File: src/rtl/spi_bank_pkg.sv
package spi_bank_pkg;

  typedef enum logic [2:0] {
    ST_CMD, ST_RDUMMY, ST_CWR, ST_BSET, ST_BCLR, ST_BRD, ST_BWR, ST_HOLD
  } dec_state_t;

  // strobes from control to datapath; data is the byte just received
  typedef struct packed {
    logic       regWr;
    logic       bitSet;
    logic       bitClr;
    logic       bufWr;
    logic       bufAdv;
    logic       softRst;
    logic [7:0] data;
  } dp_strobe_t;

  localparam logic [2:0] OP_CREAD  = 3'b000;
  localparam logic [2:0] OP_CWRITE = 3'b010;
  localparam logic [2:0] OP_BSET   = 3'b100;
  localparam logic [2:0] OP_BCLR   = 3'b101;

  localparam logic [7:0] CMD_BUF_RD   = 8'h3A;
  localparam logic [7:0] CMD_BUF_WR   = 8'h7A;
  localparam logic [7:0] CMD_SOFT_RST = 8'hFF;

  localparam logic [4:0] ADR_INTEN  = 5'h1B;
  localparam logic [4:0] ADR_INTFLG = 5'h1C;
  localparam logic [4:0] ADR_STATUS = 5'h1D;
  localparam logic [4:0] ADR_CTRL2  = 5'h1E;
  localparam logic [4:0] ADR_CTRL1  = 5'h1F;
  localparam logic [4:0] SHARED_BASE = ADR_INTEN;

  // registers that answer one byte late
  function automatic logic isSlowClass(input logic [1:0] bank, input logic [4:0] addr);
    if (addr >= SHARED_BASE) return 1'b0;
    if (bank == 2'd2) return 1'b1;
    if (bank == 2'd3) return (addr <= 5'h05) || (addr == 5'h0A);
    return 1'b0;
  endfunction

endpackage

File: src/rtl/spi_bank_ctl.sv
module spi_bank_ctl
  import spi_bank_pkg::*;
#(
  parameter int SYNC_STAGES = 2
) (
  input  logic       clk,
  input  logic       rstN,
  input  logic       sclk,
  input  logic       csN,
  input  logic       mosi,
  output logic       miso,
  input  logic [1:0] bank,
  input  logic [7:0] regVal,
  input  logic [7:0] bufRdata,
  output logic [4:0] lookAddr,
  output logic       inBufRead,
  output dp_strobe_t stb
);

  localparam int TOP = SYNC_STAGES - 1;

  logic [SYNC_STAGES-1:0] sclkPipe, csPipe, mosiPipe;
  logic       sclkPrev;
  logic       rise, fall, csHigh, mosiS, byteDone, slow;
  logic [2:0] bitCnt;
  logic [6:0] rxShift;
  logic [7:0] rxByte, txShift, txVal;
  logic       misoReg, txLd;
  logic [4:0] savedAddr;
  dec_state_t state, nxt;

  always_ff @(posedge clk or negedge rstN) begin
    if (!rstN) begin
      sclkPipe <= '0;
      csPipe   <= '1;
      mosiPipe <= '0;
      sclkPrev <= 1'b0;
    end else begin
      sclkPipe <= {sclkPipe[SYNC_STAGES-2:0], sclk};
      csPipe   <= {csPipe[SYNC_STAGES-2:0], csN};
      mosiPipe <= {mosiPipe[SYNC_STAGES-2:0], mosi};
      sclkPrev <= sclkPipe[TOP];
    end
  end

  assign csHigh   = csPipe[TOP];
  assign mosiS    = mosiPipe[TOP];
  assign rise     = sclkPipe[TOP] & ~sclkPrev;
  assign fall     = ~sclkPipe[TOP] & sclkPrev;
  assign rxByte   = {rxShift, mosiS};
  assign byteDone = rise & ~csHigh & (bitCnt == 3'd7);
  assign lookAddr = (state == ST_CMD) ? rxByte[4:0] : savedAddr;
  assign slow     = isSlowClass(bank, lookAddr);
  assign inBufRead = (state == ST_BRD);
  assign miso     = misoReg;

  always_comb begin
    stb      = '0;
    stb.data = rxByte;
    nxt      = state;
    txLd     = 1'b0;
    txVal    = 8'h00;
    if (byteDone) begin
      unique case (state)
        ST_CMD: begin
          txLd = 1'b1;
          nxt  = ST_HOLD;
          if (rxByte == CMD_SOFT_RST) stb.softRst = 1'b1;
          else if (rxByte == CMD_BUF_RD) begin
            nxt   = ST_BRD;
            txVal = bufRdata;
          end else if (rxByte == CMD_BUF_WR) nxt = ST_BWR;
          else begin
            case (rxByte[7:5])
              OP_CREAD:  if (slow) nxt = ST_RDUMMY; else txVal = regVal;
              OP_CWRITE: nxt = ST_CWR;
              OP_BSET:   nxt = ST_BSET;
              OP_BCLR:   nxt = ST_BCLR;
              default:   ;
            endcase
          end
        end
        ST_RDUMMY: begin txLd = 1'b1; txVal = regVal; nxt = ST_HOLD; end
        ST_CWR:    begin stb.regWr = 1'b1; nxt = ST_HOLD; end
        ST_BSET:   begin stb.bitSet = ~slow; nxt = ST_HOLD; end
        ST_BCLR:   begin stb.bitClr = ~slow; nxt = ST_HOLD; end
        ST_BRD:    begin stb.bufAdv = 1'b1; txLd = 1'b1; txVal = bufRdata; end
        ST_BWR:    stb.bufWr = 1'b1;
        default:   txLd = 1'b1;
      endcase
    end
  end

  always_ff @(posedge clk or negedge rstN) begin
    if (!rstN) begin
      state     <= ST_CMD;
      bitCnt    <= '0;
      rxShift   <= '0;
      txShift   <= '0;
      misoReg   <= 1'b0;
      savedAddr <= '0;
    end else if (csHigh) begin
      state   <= ST_CMD;
      bitCnt  <= '0;
      txShift <= '0;
      misoReg <= 1'b0;
    end else begin
      if (rise) begin
        bitCnt  <= bitCnt + 3'd1;
        rxShift <= rxByte[6:0];
      end
      if (byteDone) begin
        state <= nxt;
        if (state == ST_CMD) savedAddr <= rxByte[4:0];
      end
      if (txLd) txShift <= txVal;
      else if (fall) begin
        misoReg <= txShift[7];
        txShift <= {txShift[6:0], 1'b0};
      end
    end
  end


  cs_abort_chk: assert property (@(posedge clk) disable iff (!rstN)
    csHigh |=> (bitCnt == 3'd0 && state == ST_CMD));


  one_strobe_chk: assert property (@(posedge clk) disable iff (!rstN)
    $onehot0({stb.regWr, stb.bitSet, stb.bitClr, stb.bufWr, stb.bufAdv, stb.softRst}));


  miso_on_fall_chk: assert property (@(posedge clk) disable iff (!rstN)
    (!fall && !csHigh) |=> $stable(misoReg));


  slow_mask_chk: assert property (@(posedge clk) disable iff (!rstN)
    (stb.bitSet || stb.bitClr) |-> !isSlowClass(bank, lookAddr));

endmodule

File: src/rtl/spi_bank_dp.sv
module spi_bank_dp
  import spi_bank_pkg::*;
#(
  parameter int PTR_W = 13
) (
  input  logic             clk,
  input  logic             rstN,
  input  dp_strobe_t       stb,
  input  logic [4:0]       lookAddr,
  input  logic             inBufRead,
  output logic [1:0]       bank,
  output logic [7:0]       regVal,
  output logic [6:0]       regAddr,
  output logic             regWe,
  output logic [7:0]       regWdata,
  input  logic [7:0]       regRdata,
  output logic [PTR_W-1:0] bufAddr,
  output logic             bufWe,
  output logic [7:0]       bufWdata,
  output logic             softReset
);

  localparam int HI_W = PTR_W - 8;

  logic [7:0]       intEn, intFlg, ctrl2, ctrl1, newVal;
  logic             clkReady, isShared, isPtr, doWr;
  logic [PTR_W-1:0] rdPtr, wrPtr;

  assign bank     = ctrl1[1:0];
  assign isShared = (lookAddr >= SHARED_BASE);
  assign isPtr    = (bank == 2'd0) && (lookAddr <= 5'h03);
  assign doWr     = stb.regWr | stb.bitSet | stb.bitClr;

  always_comb begin
    if (isShared) begin
      case (lookAddr)
        ADR_INTEN:  regVal = intEn;
        ADR_INTFLG: regVal = intFlg;
        ADR_STATUS: regVal = {7'd0, clkReady};
        ADR_CTRL2:  regVal = ctrl2;
        default:    regVal = ctrl1;
      endcase
    end else if (isPtr) begin
      case (lookAddr[1:0])
        2'd0:    regVal = rdPtr[7:0];
        2'd1:    regVal = 8'(rdPtr >> 8);
        2'd2:    regVal = wrPtr[7:0];
        default: regVal = 8'(wrPtr >> 8);
      endcase
    end else regVal = regRdata;
  end

  always_comb begin
    if (stb.regWr)       newVal = stb.data;
    else if (stb.bitSet) newVal = regVal | stb.data;
    else                 newVal = regVal & ~stb.data;
  end

  assign regAddr   = {bank, lookAddr};
  assign regWe     = doWr & ~isShared & ~isPtr;
  assign regWdata  = newVal;
  assign bufWe     = stb.bufWr;
  assign bufWdata  = stb.data;
  assign bufAddr   = stb.bufWr ? wrPtr : (inBufRead ? rdPtr + PTR_W'(1) : rdPtr);
  assign softReset = stb.softRst;

  always_ff @(posedge clk or negedge rstN) begin
    if (!rstN) begin
      intEn <= '0; intFlg <= '0; ctrl2 <= '0; ctrl1 <= '0;
      rdPtr <= '0; wrPtr <= '0; clkReady <= 1'b0;
    end else begin
      clkReady <= 1'b1;
      if (stb.softRst) begin
        intEn <= '0; intFlg <= '0; ctrl2 <= '0; ctrl1 <= '0;
        rdPtr <= '0; wrPtr <= '0;
      end else if (doWr && isShared) begin
        case (lookAddr)
          ADR_INTEN:  intEn  <= newVal;
          ADR_INTFLG: intFlg <= newVal;
          ADR_CTRL2:  ctrl2  <= newVal;
          ADR_CTRL1:  ctrl1  <= newVal;
          default:    ;
        endcase
      end else if (doWr && isPtr) begin
        case (lookAddr[1:0])
          2'd0:    rdPtr[7:0]       <= newVal;
          2'd1:    rdPtr[PTR_W-1:8] <= newVal[HI_W-1:0];
          2'd2:    wrPtr[7:0]       <= newVal;
          default: wrPtr[PTR_W-1:8] <= newVal[HI_W-1:0];
        endcase
      end else if (stb.bufWr) wrPtr <= wrPtr + PTR_W'(1);
      else if (stb.bufAdv)    rdPtr <= rdPtr + PTR_W'(1);
    end
  end


  soft_clear_chk: assert property (@(posedge clk) disable iff (!rstN)
    stb.softRst |=> (bank == 2'd0 && rdPtr == '0 && wrPtr == '0));


  wr_advance_chk: assert property (@(posedge clk) disable iff (!rstN)
    stb.bufWr |=> (wrPtr == PTR_W'($past(wrPtr) + 1'b1)));


  rd_advance_chk: assert property (@(posedge clk) disable iff (!rstN)
    stb.bufAdv |=> (rdPtr == PTR_W'($past(rdPtr) + 1'b1)));


  clk_ready_chk: assert property (@(posedge clk) disable iff (!rstN)
    clkReady |=> clkReady);


  shared_local_chk: assert property (@(posedge clk) disable iff (!rstN)
    regWe |-> (regAddr[4:0] < SHARED_BASE));


  mask_merge_chk: assert property (@(posedge clk) disable iff (!rstN)
    (stb.bitSet && regWe) |-> ((regWdata & stb.data) == stb.data));

endmodule

File: src/rtl/spi_bank_decoder.sv
module spi_bank_decoder
  import spi_bank_pkg::*;
#(
  parameter int PTR_W       = 13,
  parameter int SYNC_STAGES = 2
) (
  input  logic             clk,
  input  logic             rstN,
  input  logic             sclk,
  input  logic             csN,
  input  logic             mosi,
  output logic             miso,
  output logic [6:0]       regAddr,
  output logic             regWe,
  output logic [7:0]       regWdata,
  input  logic [7:0]       regRdata,
  output logic [PTR_W-1:0] bufAddr,
  output logic             bufWe,
  output logic [7:0]       bufWdata,
  input  logic [7:0]       bufRdata,
  output logic             softReset
);

  dp_strobe_t stb;
  logic [1:0] bank;
  logic [7:0] regVal;
  logic [4:0] lookAddr;
  logic       inBufRead;

  spi_bank_ctl #(.SYNC_STAGES(SYNC_STAGES)) u_ctl (
    .clk(clk), .rstN(rstN), .sclk(sclk), .csN(csN), .mosi(mosi), .miso(miso),
    .bank(bank), .regVal(regVal), .bufRdata(bufRdata),
    .lookAddr(lookAddr), .inBufRead(inBufRead), .stb(stb)
  );

  spi_bank_dp #(.PTR_W(PTR_W)) u_dp (
    .clk(clk), .rstN(rstN), .stb(stb), .lookAddr(lookAddr), .inBufRead(inBufRead),
    .bank(bank), .regVal(regVal), .regAddr(regAddr), .regWe(regWe),
    .regWdata(regWdata), .regRdata(regRdata), .bufAddr(bufAddr), .bufWe(bufWe),
    .bufWdata(bufWdata), .softReset(softReset)
  );

endmodule

File: config.mk
export PLATFORM = sky130hd
export DESIGN_NAME = spi_bank_decoder
export DESIGN_NICKNAME = d
export VERILOG_FILES = /design/src/rtl/spi_bank_pkg.sv /design/src/rtl/spi_bank_ctl.sv /design/src/rtl/spi_bank_dp.sv /design/src/rtl/spi_bank_decoder.sv
export SDC_FILE = /design/constraint.sdc
export NUM_CORES = 1
export LEC_CHECK = 0
export ABC_AREA = 1
export BUFFER_PORTS_ARGS = -buffer_cell sky130_fd_sc_hd__buf_2
export CORE_ASPECT_RATIO = 1.2
export CORE_MARGIN = 5
export CORE_UTILIZATION = 45
export CTS_CLUSTER_DIAMETER = 100
export DETAILED_ROUTE_END_ITERATION = 6
export GPL_TIMING_DRIVEN = 0
export SYNTH_ARGS = -nofsm -noshare
export SYNTH_HDL_FRONTEND = slang
export SYNTH_HIERARCHICAL = 1
export SYNTH_SLANG_ARGS = --single-unit
File: constraint.sdc
create_clock -name clk -period 3.2 [get_ports clk]
set_clock_uncertainty 0.2 [all_clocks]
set_input_delay 0.48 -clock clk [delete_from_list [all_inputs] [get_ports clk]]
set_output_delay 0.48 -clock clk [all_outputs]
set_load 0.02 [all_outputs]
==> results.cfg, run 1 <==
[outcome]
status = finished with violations
violations = negative hold slack, negative setup slack

[floorplanning]
die_h_um = 142
core-area_um2 = 14400
rows = 48
start_util_pct = 45.8
boundaryPins = 61
fp.dieArea_um2 = 17100
die_w_um = 120

[timing]
slew_headroom_pct = 51.3
setup_viol = 6
fin_crit_ns = 3.26
fmax_ghz = 0.307
hold-worst-slack_ns = -0.0131
rsz0062_at_grt = yes
setup_tns_ns = -0.136
period_share_pct = 102
final_max_slew_viol_count = 0
hold_viol = 22
tightest_slew_ns = 0.731
finalWorstSetupSlack_ns = -0.0559

[critical_path]
cp.required_ns = 2.52
cp.depth = 15
slowest_stage = dfrtp_2
slowest_delay_ns = 0.45
crit_path_end_kind = output pin
cp_max_fo = 7
cp_cell_sequence = nor2_8 -> nand2_4 -> buf_8 -> nand2_2 -> nand2_4 -> inv_8 -> nand2_8 -> nor2_4 -> nand2_4 -> buf_6 -> a31oi_1 -> nand2_1 -> nand3_2 -> nand2_4 -> buf_6
crit_type = flip-flop to output pin
r2r_slack_ns = 0.08
critPathTopFamily = simple AND/OR/NAND/NOR gates
cpMostUsedCell = nand2_4
cp-start-kind = flip-flop
timing.critical_path.buf_inv = 4
worst-r2r-cell-count = 19
r2r-start = u_ctl/state[1]
r2r_end = u_dp/rdPtr[5]
arrival_ns = 2.58

[placed_design]
dp_hpwl_um = 15900
post-place-cells = 1199
routabilityCongestion = 0.952
io_buffers = 60

[finish]
utilization_pct = 57.3
syn2layout_area_growth_pct = 25.1
nFillCells = 1380
diodes = 0
layout.cells.non_filler = 1264
drive_gt1_share_pct = 28.7
nets = 1109

[pwr]
switching_share_pct = 32.8
switchingPower_w = 0.00102
p_total_w = 0.00311
peakVddDrop_mv = 0.265
p_leak_nw = 4.19
p_int_w = 0.00209
power_frac_comb_pct = 26.3
p_clk_share_pct = 33.2
power_density_nw_per_um2 = 378
p_seq_share_pct = 40.5

[global_route]
grt_pass1_vias = 6398
grt_pass1_wl_um = 34500
grt_max_degree = 55
antenna_found_initial = 0
gr-total-overflow = 0
track_usage_pct = 26.2

[yosys]
synth_seq_area_share_pct = 35.4
ys_top_cells_by_area = dfrtp_1 35%, nand2_1 18%, nand3_1 7.3%
yosys.area.top_type = dfrtp_1
synth_cells = 963
synth_top_area_share_pct = 34.6
syn_area_um2 = 6580
synthArstFlopShare_pct = 100
synth_edf_count = 0
ys_ff_latch = 93
ys_types = 50
synth_ff_type = dfrtp_1
yosysWarnings = 6
syn_nets = 988
synth.avg_cell_area_um2 = 6.83

[clock_tree]
clock_path_buffers = 2
clock_tree.root_cell = clkbuf_16
clk_latency_ns = 0.36
cts_tree = built
htree_levels = 3
cts.clk_slew.worst_paths_ns = 0.06
clock_sinks = 93
hold_buffers = 0
cts_made_buffers = 9

[route]
viasPerCell = 5.47
vias = 6915
ant_nets = 0
wl_um = 22300
drt_pass1_iterations = 6
drt_iter0_markers = 635
drc = 0
routedWlPerCell_um = 17.7

[hold_path]
worstHoldPathType = input port to asynchronous set/reset pin

[flow_run]
drv_cap = 0
[sequential cells by signal, summed over array words and instances, names as in the netlist, 2 cells and up]
signal,count
u_dp/intFlg,8
u_ctl/bitCnt,3
u_ctl/csPipe,2
u_dp/ctrl2,8
u_dp/wrPtr,13
u_ctl/mosiPipe,2
u_dp/intEn,8
u_ctl/sclkPipe,2
u_ctl/state,3
u_ctl/txShift,8
u_dp/rdPtr,13
u_ctl/rxShift,7
u_dp/ctrl1,8
u_ctl/savedAddr,5
[metal layers]
metal | part of all wire [%] | routed length, um | vias to the layer above | track usage (%)
met5 | 0 | 0 | - | 0
met4 | 3.8 | 856 | 0 | 11.4
met1 | 43 | 9530 | 3221 | 33.9
met2 | 48 | 10600 | 285 | 43.0
li1 | - | - | 3345 | -
met3 | 5.9 | 1310 | 64 | 4.77
[final cells by class]
class | instances | area [um2] | area share [%]
clock buffers | 13 | 260 | 3.16
inverters | 92 | 392 | 4.76
clock inverters | 3 | 21.3 | 0.258
repair buffers | 112 | 781 | 9.49
multi-input cells | 729 | 3880 | 47.1
flip-flops and latches | 93 | 2330 | 28.4
plain buffers | 47 | 344 | 4.18
well taps | 175 | 219 | 2.66
[layout by cell type, fill, tap and decap left out, types with 5 or more instances in the layout]
| cell | count |
|---|---|
| a22o_1 | 6 |
| o21ai_0 | 33 |
| o211ai_1 | 6 |
| nand3_2 | 15 |
| buf_2 | 59 |
| nand2_2 | 29 |
| o21ai_1 | 13 |
| o22ai_1 | 5 |
| inv_2 | 13 |
| nor3_4 | 5 |
| buf_6 | 12 |
| nand4_1 | 9 |
| inv_1 | 67 |
| nor2_4 | 9 |
| a21oi_1 | 35 |
| dfrtp_1 | 88 |
| nand3_1 | 91 |
| a22oi_1 | 5 |
| clkbuf_16 | 10 |
| nand2_1 | 303 |
| nor3_1 | 11 |
| buf_4 | 75 |
| nand2_4 | 21 |
| nor3_2 | 5 |
| clkbuf_1 | 5 |
| nor2_1 | 69 |
| nor2_2 | 13 |
[stage by stage]
step	worst slack [ns]	area (um2)	hold WS, ns
floorplan	0.190	6580	-0.0156
global placement	-0.369	7100	0.133
detailed placement	-0.389	7120	0.137
CTS	-0.0486	8010	0.00522
global route	-0.145	8230	0.00591
finish	-0.0559	8230	-0.0131
[cells by family (layout without fill, tap and decap cells)]
logic type                 after synthesis  after routing  share of synthesized area [%]
AOI/OAI and AO/OA                      120            120                           10.6
other                                    1              1                         0.0570
buffers and inverters                  141            267                           10.1
DFF                                     93             93                           35.4
and+or+nand+nor                        596            596                           42.0
adders and majority gates                4              4                          0.761
xor gates and xnor gates                 8              8                           1.07
[how the worst max path moves through the flow]
stage | to | from | slack (ns)
floorplan | regWe | u_ctl/state[1] | 0.19
detailed placement | u_dp/rdPtr[5] | u_ctl/state[2] | -0.39
CTS | regWdata[1] | u_ctl/state[1] | -0.05
finish | regWdata[7] | u_ctl/state[1] | -0.06
global route | regWdata[1] | u_ctl/state[1] | -0.15
global placement | bufAddr[10] | u_ctl/sclkPrev | -0.37
[power groups by stage]
| stage | Sequential [W] | Clock (W) | Combinational (W) |
|---|---|---|---|
| 5_1_grt | 0.00127 | 0.00110 | 0.000882 |
| 3_5_place_dp | 0.00127 | 0 | 0.000624 |
| 6_report | 0.00126 | 0.00103 | 0.000818 |
| 4_1_cts | 0.00126 | 0.00106 | 0.000770 |
| 3_3_place_gp | 0.00127 | 0 | 0.000620 |
| 2_1_floorplan | 0.00125 | 0 | 0.000431 |
[Yosys cell counts, types with 7 or more instances]
master and count:
nand2_2 31, nand3_1 96, a21oi_1 35, clkbuf_1 8, inv_1 74, nand2_1 319
dfrtp_1 91, inv_2 14, nand3_2 11, nand4_1 9, o22ai_1 7, o21ai_0 37
nor2_1 76, nor3_1 15, nor2_2 7, o21ai_1 11, nor2_4 8, buf_4 22
buf_2 13
[what timing repair did]
| item | 4_1_cts | 5_1_grt |
|---|---|---|
| buffers inserted | 36 | 13 |
| setup endpoints to repair | 80 | 51 |
| gates resized for setup | 98 | 36 |
| pin swaps | 43 | 24 |
| gates cloned | 0 | 2 |
[worst register-to-register path: cells and delay by family (launching register included)]
kind	cells	cell delay [ns]
buffers and inverters	4	0.65
AO/OA/AOI/OAI	1	0.08
flip-flops	1	0.45
AND/OR/NAND/NOR	14	1.66
No activity file was read; power rests on OpenSTA's default activity.
==> run 2: changes to the inputs <==
- SYNTH_HIERARCHICAL: 1 -> default
==> results.cfg, run 2 <==
[outcome]
status = finished with violations
violations = negative setup slack

[pwr]
p_leak_nw = 4.24
power_density_nw_per_um2 = 393
peakVddDrop_mv = 0.281

[hold_path]
hold_start = csN
whs_path_depth = 1
worstHoldPathType = input port to flip-flop

[timing]
slew_headroom_pct = 57.8
finalWorstSetupSlack_ns = -0.0843
final_max_slew_viol_count = 0
tightest_slew_ns = 0.633
period_share_pct = 103
hold_viol = 0
fmax_ghz = 0.304
hold-worst-slack_ns = 0.0179
rsz0062_at_grt = yes
setup_viol = 9
fin_crit_ns = 3.28

[finish]
diodes = 0
layout.cells.non_filler = 1189
layout_commonest_cell = nand2_1
reg.largest.list = u_dp.rdPtr: 13 flops, u_dp.wrPtr: 13 flops
drive_gt1_share_pct = 26.7
multi_input_area_um2 = 3550
nFillCells = 1276
seqCellArea_um2 = 2330
syn2layout_area_growth_pct = 27.1
layout_common_cells = 266 x nand2_1, 109 x nand3_1, 87 x dfrtp_1
nets = 1041

[critical_path]
crit_path_end_kind = output pin
arrival_ns = 2.60
slowest_delay_ns = 0.45
critPathLaunch = u_ctl.state[1]
r2r-start = u_ctl.state[1]
crit_type = flip-flop to output pin
worst-r2r-cell-count = 17
cp-start-kind = flip-flop
cp.required_ns = 2.52
r2r_slack_ns = 0.17
slowest_stage = dfrtp_2
cp_cell_sequence = nor2_4 -> buf_4 -> nand3_2 -> nand2_4 -> inv_4 -> buf_8 -> nor2_4 -> buf_2 -> nand3_1 -> nand2_2 -> nand3b_1 -> nand3_1 -> nand2_2 -> buf_6
cp_max_fo = 7

[route]
met1Wirelength_um = 8830
viasPerCell = 5.49
wl_um = 20900
ant_nets = 0
drt_iter0_markers = 650
vias = 6533
drt_pass1_iterations = 7
routedWlPerCell_um = 17.6
drc = 0
wl_met3_um = 1090
top_layer = met4
met2RoutedLength_um = 10300

[placed_design]
io_buffers = 60
dp_hpwl_um = 15000
post-place-cells = 1115
routabilityCongestion = 0.936

[floorplanning]
start_util_pct = 46.2
rows = 46
boundaryPins = 61
fp.dieArea_um2 = 16100
die_w_um = 117
core-area_um2 = 13300
die_h_um = 138

[yosys]
ys_top_cells_by_area = dfrtp_1 37%, nand2_1 18%, nand3_1 10%
synth.avg_cell_area_um2 = 6.94
syn_nets = 911
yosysWarnings = 0
synth_top_area_share_pct = 37.1
synth_seq_area_share_pct = 37.9
ys_types = 43
yosysMostFrequentCell = nand2_1
syn_area_um2 = 6150
synth_ff_type = dfrtp_1
ys_ff_latch = 93
synth_cells = 886
synthArstFlopShare_pct = 100
yosys.area.top_type = dfrtp_1
synth_commonest_cells = 288 x nand2_1, 123 x nand3_1, 91 x dfrtp_1
synth_edf_count = 0

[clock_tree]
cts_tree = built
cts_made_buffers = 9
clock_sinks = 93
clock_tree.root_cell = clkbuf_16
clock_path_buffers = 2
cts.clk_slew.worst_paths_ns = 0.07
htree_levels = 3
clk_latency_ns = 0.36

[global_route]
grt_pass1_vias = 6082
gr-total-overflow = 0
track_usage_pct = 25.7
grt_max_degree = 50
grt_pass1_wl_um = 32300
antenna_found_initial = 0

[flow_run]
drv_cap = 0
run 2: changes by cell type after synthesis, sizes merged, moves of 7 or more:
cell,before,now
nor2,92,63
nand3,107,126
xor2,4,12
buf,41,19
inv,89,98
nor3,21,7
o21ai,48,81
nand2,356,315
o211ai,6,13
a21oi,39,14
nand3b,0,7
run 2: worst paths after layout:
| path | end |
|---|---|
| setup / recovery | regWdata[7] |
| hold / removal | u_ctl.csPipe[0] |
| setup reg to reg | u_dp.wrPtr[6] |
| hold reg to reg | u_ctl.sclkPipe[1] |
| max in group asynchronous | u_ctl.csPipe[0] |
| min in group asynchronous | u_ctl.mosiPipe[1] |
run 2: report_power, final:
part | total (W) | internal [W] | switching [W] | leakage [nW]
sequential | 0.00127 | 0.00121 | 0.0000597 | 0.965
clock | 0.00105 | 0.000554 | 0.000493 | 0.140
combinational | 0.000751 | 0.000287 | 0.000465 | 3.13
run 2: metal layers:
metal,global-route usage [%],up-vias
met5,0,-
met4,11.7,0
met3,3.14,41
met2,41.6,213
met1,34.1,3134
li1,-,3145
run 2: worst max-delay path: cells and delay by family (launching register included):
kind | cells | cell delay [ns]
flops | 1 | 0.45
simple gates | 9 | 1.15
buf+inv | 5 | 0.63
run 2: layout make-up:
type	count	area share, %
inverter	99	4.94
tap	168	2.69
sequential	93	29.9
clock inverter	6	0.561
multi-input combinational	669	45.4
buffer	25	2.74
clock buffer	10	3.06
timing repair buffer	119	10.7
run 2: stage by stage:
stage	utilization [%]	setup TNS, ns	area [um2]	worst slack, ns	power [W]
6_report	58.7	-0.335	7810	-0.0843	0.00307
5_1_grt	58.7	-1.28	7810	-0.166	0.00318
4_1_cts	56.3	-0.0361	7480	-0.0132	0.00301
3_5_place_dp	50.3	-1.47	6690	-0.161	0.00186
3_3_place_gp	50.1	-2.23	6660	-0.228	0.00185
2_1_floorplan	-	0	6150	0.212	0.00164
run 2: timing repair:
item | CTS | global route
buffers inserted | 31 | 24
setup endpoints to repair | 22 | 22
pin swaps | 20 | 34
hold buffers | 1 | 0
gates cloned | 1 | 1
endpoints found under the hold margin | 44 | 0
gates resized for setup | 75 | 48
run 2: cell families after synthesis:
group	after synthesis	synth area share (%)
compound gates	120	11.1
xor+xnor	15	2.14
fa+ha+maj	4	0.814
buf+inv	124	8.92
flops	93	37.9
other cells	1	0.0610
simple gates	529	39.0
==> run 3: changes to the inputs <==
==> constraint.sdc (replaced) <==
create_clock -name clk -period 3.2 [get_ports clk]
set_clock_uncertainty 0.2 [all_clocks]
set_input_delay 0.64 -clock clk [delete_from_list [all_inputs] [get_ports clk]]
set_output_delay 0.64 -clock clk [all_outputs]
set_load 0.02 [all_outputs]
==> results.cfg, run 3 (synthesized netlist as in run 2, its figures left out) <==
[critical_path]
slowest_stage = dfrtp_2
critPathTopFamily = simple AND/OR/NAND/NOR gates
cp_cell_sequence = nor2_4 -> nand2_2 -> buf_6 -> nand2_4 -> nand2_8 -> buf_8 -> nor2_8 -> buf_6 -> nand3_2 -> nand2_2 -> nand3b_1 -> nand3_1 -> nand2_2 -> buf_6
crit_type = flip-flop to output pin
arrival_ns = 2.57
cp.required_ns = 2.36
cp-start-kind = flip-flop
cp_max_fo = 8
timing.critical_path.buf_inv = 4
crit_path_end_kind = output pin
slowest_delay_ns = 0.45

[clock_tree]
clock_sinks = 93
cts_made_buffers = 9
cts_tree = built
clk_latency_ns = 0.36
clock_path_buffers = 2
htree_levels = 3
cts.clk_slew.worst_paths_ns = 0.07
clock_tree.root_cell = clkbuf_16

[timing]
period_share_pct = 106
setup_viol = 9
finalWorstSetupSlack_ns = -0.206
setup_tns_ns = -1.43
hold_viol = 0
rsz0062_at_grt = yes
fmax_ghz = 0.294
final_max_slew_viol_count = 0
fin_crit_ns = 3.41
tightest_slew_ns = 0.629
slew_headroom_pct = 58.1

[route]
routedWlPerCell_um = 17.5
wl_um = 20900
viasPerCell = 5.44
drt_pass1_iterations = 5
drt_iter0_markers = 579
ant_nets = 0
drc = 0
vias = 6489

[outcome]
status = finished with violations
violations = negative setup slack

[pwr]
p_seq_share_pct = 41.4
power_frac_comb_pct = 24.1
power_density_nw_per_um2 = 387
peakVddDrop_mv = 0.282
switching_share_pct = 33.3
p_total_w = 0.00305
p_leak_nw = 4.27
switchingPower_w = 0.00102
p_clk_share_pct = 34.5
p_int_w = 0.00204

[floorplanning]
boundaryPins = 61
start_util_pct = 46.2
die_w_um = 117
rows = 46
die_h_um = 138
core-area_um2 = 13300
fp.dieArea_um2 = 16100

[finish]
layout_commonest_cell = nand2_1
diodes = 0
layout_common_cells = 267 x nand2_1, 108 x nand3_1, 86 x dfrtp_1
reg.largest.list = u_dp.rdPtr: 13 flops, u_dp.wrPtr: 13 flops
design_area_um2 = 7900
layout.cells.non_filler = 1193
drive_gt1_share_pct = 27.9
nets = 1045
syn2layout_area_growth_pct = 28.5

[placed_design]
dp_hpwl_um = 15000
routabilityCongestion = 0.936
post-place-cells = 1115
dpl-instance-area_um2 = 6690
post-place-ws_ns = -0.321
io_buffers = 60

[flow_run]
drv_cap = 0

[global_route]
antenna_found_initial = 0
gr-total-overflow = 0
grt_max_degree = 50
grt_pass1_wl_um = 32300
grt_pass1_vias = 6125
track_usage_pct = 25.8

[hold_path]
worstHoldPathType = input port to asynchronous set/reset pin
run 3: routing by layer:
layer | GRT usage (%) | routed length, um | up-vias
li1 | - | - | 3138
met1 | 34.2 | 8760 | 3097
met2 | 42.1 | 10300 | 207
met3 | 3.14 | 1170 | 47
met4 | 10.6 | 741 | 0
met5 | 0 | 0 | -
run 3: through the flow:
stage / hold WS, ns / util (%)
6_report: 0.0840 / 59.4
5_1_grt: 0.141 / 59.4
4_1_cts: 0.107 / 57.8
3_5_place_dp: 0.138 / 50.3
3_3_place_gp: 0.133 / 50.1
2_1_floorplan: 0.131 / -
run 3: area by class of cell:
| cell class | count | area, um2 |
|---|---|---|
| repair buffers | 123 | 867 |
| clock buffers | 10 | 239 |
| multi-input cells | 669 | 3600 |
| fillers | 1259 | 5400 |
| flip-flops and latches | 93 | 2340 |
| well taps | 168 | 210 |
| plain buffers | 25 | 216 |
| inverters | 99 | 385 |
| clock inverters | 6 | 43.8 |
run 3: path summary, 6_finish.rpt:
kind	start	end	slack [ns]	depth (start not counted)
worst min-delay path	rstN	u_ctl.mosiPipe[1]	0.08	1
worst min register to register	u_ctl.sclkPipe[0]	u_ctl.sclkPipe[1]	0.15	0
worst max-delay path	u_ctl.state[1]	regWdata[5]	-0.21	14
min in group clk	u_ctl.sclkPipe[0]	u_ctl.sclkPipe[1]	0.15	0
max in group asynchronous	rstN	u_ctl.csPipe[0]	1.99	2
worst max register to register	u_ctl.state[1]	u_dp.rdPtr[6]	0.24	17
run 3: timing repair:
item,4_1_cts,5_1_grt
endpoints found under the hold margin,0,0
pin swaps,38,34
gates resized for setup,95,43
buffers inserted,51,10
cloned,1,0
hold buffers,0,0
endpoints found under the setup margin,22,22
run 3: power by group through the flow:
| stage | Clock, W | Sequential, W | Combinational (W) |
|---|---|---|---|
| 2_1_floorplan | 0 | 0.00129 | 0.000347 |
| 3_3_place_gp | 0 | 0.00129 | 0.000561 |
| 3_5_place_dp | 0 | 0.00129 | 0.000569 |
| 4_1_cts | 0.00107 | 0.00126 | 0.000699 |
| 5_1_grt | 0.00110 | 0.00127 | 0.000792 |
| 6_report | 0.00105 | 0.00127 | 0.000736 |
